## config.mk

```make
export PLATFORM = sky130hd
export DESIGN_NAME = osd_cmd_decoder
export DESIGN_NICKNAME = d
export VERILOG_FILES = /design/src/rtl/osd_cmd_pkg.sv /design/src/rtl/osd_byte_fields.sv /design/src/rtl/osd_fmt_fsm.sv /design/src/rtl/osd_addr_track.sv /design/src/rtl/osd_cmd_decoder.sv
export SDC_FILE = /design/constraint.sdc
export NUM_CORES = 1
export LEC_CHECK = 0
export BUFFER_PORTS_ARGS = -buffer_cell sky130_fd_sc_hd__buf_2
export CAP_MARGIN = 15
export CORE_UTILIZATION = 30
export DETAILED_ROUTE_END_ITERATION = 7
export PLACE_DENSITY = 0.53
export RECOVER_POWER = 50
export SETUP_SLACK_MARGIN = 0.05
export SLEW_MARGIN = 20
export SYNTH_ARGS = -nofsm -noshare
export SYNTH_HDL_FRONTEND = slang
export SYNTH_SLANG_ARGS = --single-unit
```

## constraint.sdc

```tcl
create_clock -name clk -period 1.45 [get_ports clk]
set_input_delay 0.29 -clock clk [delete_from_list [all_inputs] [get_ports clk]]
set_output_delay 0.29 -clock clk [all_outputs]
set_load 0.05 [all_outputs]
```

## src/rtl/osd_cmd_pkg.sv

```systemverilog
package osd_cmd_pkg;
  // Decoder phase: what the next byte is taken to be.
  typedef enum logic [1:0] {
    ST_ROW   = 2'd0,  // row byte expected
    ST_ADDR  = 2'd1,  // row or column byte expected
    ST_DATA  = 2'd2,  // one data byte expected
    ST_BURST = 2'd3   // data bytes until a new packet
  } dec_state_e;

  // Byte field positions that the phase logic decodes.
  localparam int TAG_BIT = 7;  // 1 = row byte, 0 = column byte
  localparam int SEL_BIT = 6;  // row: plane, column: burst select
endpackage

```

## src/rtl/osd_byte_fields.sv

```systemverilog
module osd_byte_fields #(
  parameter int DATA_W = 8,
  parameter int ROW_W  = 4,
  parameter int COL_W  = 5
) (
  input  logic [DATA_W-1:0] byte_in,
  output logic              is_row,
  output logic              sel,
  output logic [ROW_W-1:0]  row_f,
  output logic [COL_W-1:0]  col_f
);
  import osd_cmd_pkg::*;

  always_comb begin
    is_row = byte_in[TAG_BIT];
    sel    = byte_in[SEL_BIT];
    row_f  = byte_in[ROW_W-1:0];
    col_f  = byte_in[COL_W-1:0];
  end
endmodule

```

## src/rtl/osd_fmt_fsm.sv

```systemverilog
module osd_fmt_fsm (
  input  logic                    clk,
  input  logic                    rst,
  input  logic                    valid,
  input  logic                    sop,
  input  logic                    is_row,
  input  logic                    sel,
  output osd_cmd_pkg::dec_state_e st_q,
  output logic                    load_row,
  output logic                    load_col,
  output logic                    advance,
  output logic                    fire
);
  import osd_cmd_pkg::*;

  dec_state_e act_st;
  dec_state_e st_d;

  always_comb begin
    act_st   = sop ? ST_ROW : st_q;
    st_d     = st_q;
    load_row = 1'b0;
    load_col = 1'b0;
    advance  = 1'b0;
    fire     = 1'b0;
    if (valid) begin
      st_d = act_st;
      unique case (act_st)
        ST_ROW: begin
          if (is_row) begin
            load_row = 1'b1;
            st_d     = ST_ADDR;
          end
        end
        ST_ADDR: begin
          if (is_row) begin
            load_row = 1'b1;
          end else begin
            load_col = 1'b1;
            st_d     = sel ? ST_BURST : ST_DATA;
          end
        end
        ST_DATA: begin
          fire = 1'b1;
          st_d = ST_ADDR;
        end
        ST_BURST: begin
          fire    = 1'b1;
          advance = 1'b1;
        end
        default: st_d = ST_ROW;
      endcase
    end
  end

  always_ff @(posedge clk) begin
    if (rst) st_q <= ST_ROW;
    else     st_q <= st_d;
  end
endmodule

```

## src/rtl/osd_addr_track.sv

```systemverilog
module osd_addr_track #(
  parameter int ROW_W    = 4,
  parameter int COL_W    = 5,
  parameter int NUM_ROWS = 11,
  parameter int NUM_COLS = 32
) (
  input  logic             clk,
  input  logic             rst,
  input  logic             load_row,
  input  logic [ROW_W-1:0] row_in,
  input  logic             plane_in,
  input  logic             load_col,
  input  logic [COL_W-1:0] col_in,
  input  logic             advance,
  output logic [ROW_W-1:0] row_q,
  output logic [COL_W-1:0] col_q,
  output logic             plane_q
);
  localparam logic [ROW_W-1:0] ROW_LAST = ROW_W'(NUM_ROWS - 1);
  localparam logic [COL_W-1:0] COL_LAST = COL_W'(NUM_COLS - 1);

  logic [ROW_W-1:0] row_step;
  logic [COL_W-1:0] col_step;
  logic             col_wrap;

  always_comb begin
    col_wrap = (col_q == COL_LAST);
    col_step = col_wrap ? '0 : col_q + 1'b1;
    if (!col_wrap)              row_step = row_q;
    else if (row_q >= ROW_LAST) row_step = '0;
    else                        row_step = row_q + 1'b1;
  end

  always_ff @(posedge clk) begin
    if (rst) begin
      row_q   <= '0;
      col_q   <= '0;
      plane_q <= 1'b0;
    end else if (load_row) begin
      row_q   <= row_in;
      plane_q <= plane_in;
    end else if (load_col) begin
      col_q   <= col_in;
    end else if (advance) begin
      row_q   <= row_step;
      col_q   <= col_step;
    end
  end
endmodule

```

## src/rtl/osd_cmd_decoder.sv

```systemverilog
module osd_cmd_decoder #(
  parameter int DATA_W   = 8,
  parameter int ROW_W    = 4,
  parameter int COL_W    = 5,
  parameter int NUM_ROWS = 11,
  parameter int NUM_COLS = 32
) (
  input  logic              clk,
  input  logic              rst,
  input  logic              in_valid,
  input  logic              in_sop,
  input  logic [DATA_W-1:0] in_byte,
  output logic              wr_en,
  output logic [ROW_W-1:0]  wr_row,
  output logic [COL_W-1:0]  wr_col,
  output logic              wr_plane,
  output logic [DATA_W-1:0] wr_data
);
  import osd_cmd_pkg::*;

  logic             is_row, sel;
  logic [ROW_W-1:0] row_f;
  logic [COL_W-1:0] col_f;
  logic             load_row, load_col, advance, fire;
  dec_state_e       st_q;

  osd_byte_fields #(.DATA_W(DATA_W), .ROW_W(ROW_W), .COL_W(COL_W)) u_fields (
    .byte_in (in_byte),
    .is_row  (is_row),
    .sel     (sel),
    .row_f   (row_f),
    .col_f   (col_f)
  );

  osd_fmt_fsm u_fsm (
    .clk      (clk),
    .rst      (rst),
    .valid    (in_valid),
    .sop      (in_sop),
    .is_row   (is_row),
    .sel      (sel),
    .st_q     (st_q),
    .load_row (load_row),
    .load_col (load_col),
    .advance  (advance),
    .fire     (fire)
  );

  osd_addr_track #(
    .ROW_W(ROW_W), .COL_W(COL_W), .NUM_ROWS(NUM_ROWS), .NUM_COLS(NUM_COLS)
  ) u_addr (
    .clk      (clk),
    .rst      (rst),
    .load_row (load_row),
    .row_in   (row_f),
    .plane_in (sel),
    .load_col (load_col),
    .col_in   (col_f),
    .advance  (advance),
    .row_q    (wr_row),
    .col_q    (wr_col),
    .plane_q  (wr_plane)
  );

  // The write leaves in the cycle of the data byte; the address is registered.
  assign wr_en   = fire;
  assign wr_data = in_byte;
endmodule

```

==> flow_summary.yaml <==
yosys:
  synth.distinct_cells: 38
  syn_inst: 96
  syn_area_um2: 872
  yosysWarnings: 0
  synth_ff_type: "dfxtp_1"
  synthDominantAreaCellType: "dfxtp_1"
  synth_edf_count: 0
  ys_top_cells_by_area: "dfxtp_1 (28%), buf_4 (6.9%), ha_1 (5.7%)"
  synthArstFlopShare_pct: 0
  synth.top_cell.area_share_pct: 27.5
  ys_seq_area_share_pct: 27.5
  synth-seq-cells: 12
  syn_nets: 112
  avgSynthCellArea_um2: 9.08
min_path:
  hold_path_class: "input port to flip-flop"
placed_design:
  place_inst: 156
  port_buffers: 28
  dpl.hpwl_mm: 1.63
  finalWeightedCongestion: 0.764
  placed_cell_area_um2: 1110
grt:
  grt-ovfl-total: 0
  antenna_found_initial: 0
  grt_pass1_vias: 796
  grtUsageTotal_pct: 14.6
  grt_pass1_wl_mm: 3.55
  grt_max_degree: 13
clock_network:
  cts_tree: "built"
  cts_setup_buffers: 0
  clock_path_buffers: 2
  ctsRootBufferMaster: "clkbuf_4"
  clk_pin_slew_ps: 70
  cts_buffers: 3
  htree_levels: 1
  clk_latency_ps: 270
  cts_sinks: 12
critical_path:
  r2r_setup_slack_ps: -100
  critical_path.max_stage_delay_ps: 390
  r2r_cells: 5
  cp.depth: 5
  crit_top_cell: "ha_4"
  crit_path_end_kind: "flip-flop"
  cp.arrival_ps: 1720
  crit_fanout: 4
  rr_startpoint: "u_addr.col_q[1]"
  start_kind: "flip-flop"
  crit_buf_inv: 0
  critPathTopFamily: "simple AND/OR/NAND/NOR gates"
  crit_start: "u_addr.col_q[1]"
  crit_chain: "ha_4 > and3_4 > ha_4 > or3b_1 > a311oi_1"
  worstReg2RegEnd: "u_addr.col_q[1]"
  path_class: "flip-flop to flip-flop"
  required_ps: 1620
  endpoint: "u_addr.col_q[1]"
  cp_slowest_cell: "or3b_1"
floorplan:
  rows: 19
  pin_count: 31
  core_um2: 2760
  initial_core_util_pct: 31.6
  dieArea_um2: 3130
  die_x_um: 55.9
  chipHeight_um: 55.9
sta:
  fin_ws_ps: -97.1
  worst_slew_pin_slew_ps: 604
  max_freq_ghz: 0.646
  slew-limit-headroom_pct: 59.9
  finalWorstPathRequiredPeriod_ps: 1550
  finalMaxSlewViolations: 0
  rsz0062_at_grt: "true"
  skew_ps: 2.29
  finalHoldViolCount: 0
  setup_viol: 6
  period_share_pct: 107
cells_and_area:
  multi_input_area_um2: 606
  seqCellArea_um2: 256
  drive_above_1_share_pct: 55.0
  area_growth_pct: 35.9
  fillers: 299
  post-route-util_pct: 43.0
  final_cells: 160
  final_cell_area_um2: 1180
  nNetsFinal: 146
  n_antenna_cell: 0
pwr:
  clockPowerShare_pct: 26.7
  p_comb_share_pct: 28.2
  ir_drop_mv: 0.352
  total_power_mw: 0.772
  p_sw_mw: 0.266
  seqPwrFrac_pct: 45.0
  power.density_nw_per_um2: 651
  p_leak_nw: 0.499
  p_int_mw: 0.506
  p_sw_share_pct: 34.4
routing:
  post_drt_wl_per_cell_um: 13.2
  vias: 821
  first_iter_violations: 14
  viasPerCell: 5.13
  drc: 0
  wl_mm: 2.12
  drtPass1Iterations: 4
  drtAntennaViolNets: 0
flow_run:
  drv_cap: 0
outcome:
  outcome: "finished, violations left"
  violations: "negative setup slack"
## per-stage QoR
step           setup slack (ps)  hold WS, ps  setup TNS, ps
5_1_grt                    -161          302           -886
2_1_floorplan             -90.2          404           -507
6_report                  -97.1          284           -479
3_5_place_dp               -128          488           -474
4_1_cts                    -101          279           -530
3_3_place_gp               -168          469           -490
## layout make-up
class | count | share of cell area, %
clock buffer | 3 | 1.90
clock inverter | 1 | 0.317
inverter | 8 | 2.53
multi-input combinational | 65 | 51.1
sequential | 12 | 21.6
tap | 31 | 3.27
timing repair buffer | 40 | 19.2
## power groups by stage
stage               logic (mW)  clock network (mW)  registers, mW
floorplan                0.136                   0          0.387
global placement         0.211                   0          0.354
detailed placement       0.213                   0          0.355
CTS                      0.217               0.222          0.347
global route             0.234               0.236          0.349
finish                   0.218               0.206          0.348
## synthesized netlist by cell type (all sizes together) (2+ instances only)
master and count:
nand2b 2, ha 4, nand3 2, buf 10
mux2i 4, a211oi 3, nor3 3, o21ai 2
inv 8, a22oi 2, a31oi 2, a32oi 2
nor2 8, nand2 6, a311oi 4, dfxtp 12
a21oi 7, and2b 2
## worst reg2reg max path: stages, from the launching register on
cell and delay (ps):
dfxtp_4 360, ha_4 150, and3_4 180, ha_4 170, or3b_1 390, a311oi_1 210
## registers in the layout, indices dropped and copies added (netlist names)
| name | flops |
|---|---|
| u_addr.plane_q | 1 |
| u_addr.row_q | 4 |
| u_addr.col_q | 5 |
| u_fsm.st_q | 2 |
## kinds of logic (layout without fill, tap and decap cells)
| kind of cell | after synthesis | in the layout | synth area share (%) |
|---|---|---|---|
| buffers and inverters | 19 | 52 | 14.3 |
| XOR/XNOR | 1 | 1 | 1.00 |
| multiplexers | 4 | 4 | 5.02 |
| adder cells (fa/ha/maj) | 4 | 4 | 5.74 |
| flip-flops | 12 | 12 | 27.5 |
| AO/OA/AOI/OAI | 27 | 27 | 24.5 |
| AND/OR/NAND/NOR | 29 | 29 | 21.8 |
## how the worst min path moves through the flow
| stage | startpoint | endpoint | slack, ps | depth (start not counted) |
|---|---|---|---|---|
| after floorplan | rst | u_addr.row_q[2] | 400 | 1 |
| after global placement | u_addr.plane_q | u_addr.plane_q | 470 | 2 |
| after detailed placement | u_addr.plane_q | u_addr.plane_q | 490 | 2 |
| after CTS | in_byte[6] | u_addr.plane_q | 280 | 3 |
| after global routing | in_byte[6] | u_addr.plane_q | 300 | 3 |
| final | in_byte[6] | u_addr.plane_q | 280 | 3 |
## per-layer routing
metal	share of wire (%)	vias up	global-route usage, %
met5	0	-	0
met4	0.80	0	7.32
met3	3.6	2	2.79
met2	52	14	25.1
met1	44	394	17.2
li1	-	411	-
## cell usage in the layout, fill, tap and decap left out, types with 2 or more instances in the layout
master	netlist	routed
dfxtp_4	0	3
clkbuf_1	0	7
ha_1	4	2
buf_4	8	12
a311oi_2	2	3
dfxtp_1	12	5
a21oi_1	6	4
mux2i_1	3	3
ha_4	0	2
inv_1	6	4
buf_2	0	19
dfxtp_2	0	4
nor3_4	2	3
o21ai_0	2	2
a22oi_1	2	2
inv_2	2	4
a32oi_1	2	2
nor2_1	8	8
nand2_1	6	5
clkbuf_4	0	3
a211oi_2	0	2
nand2b_1	2	2
a21oi_2	1	3
## what timing repair did
action                     CTS  global route
pin swaps                    3             5
resized for setup            8             7
setup endpoints to repair    9            10
hold buffers                 0             0
(Power assumes the default switching activity.)
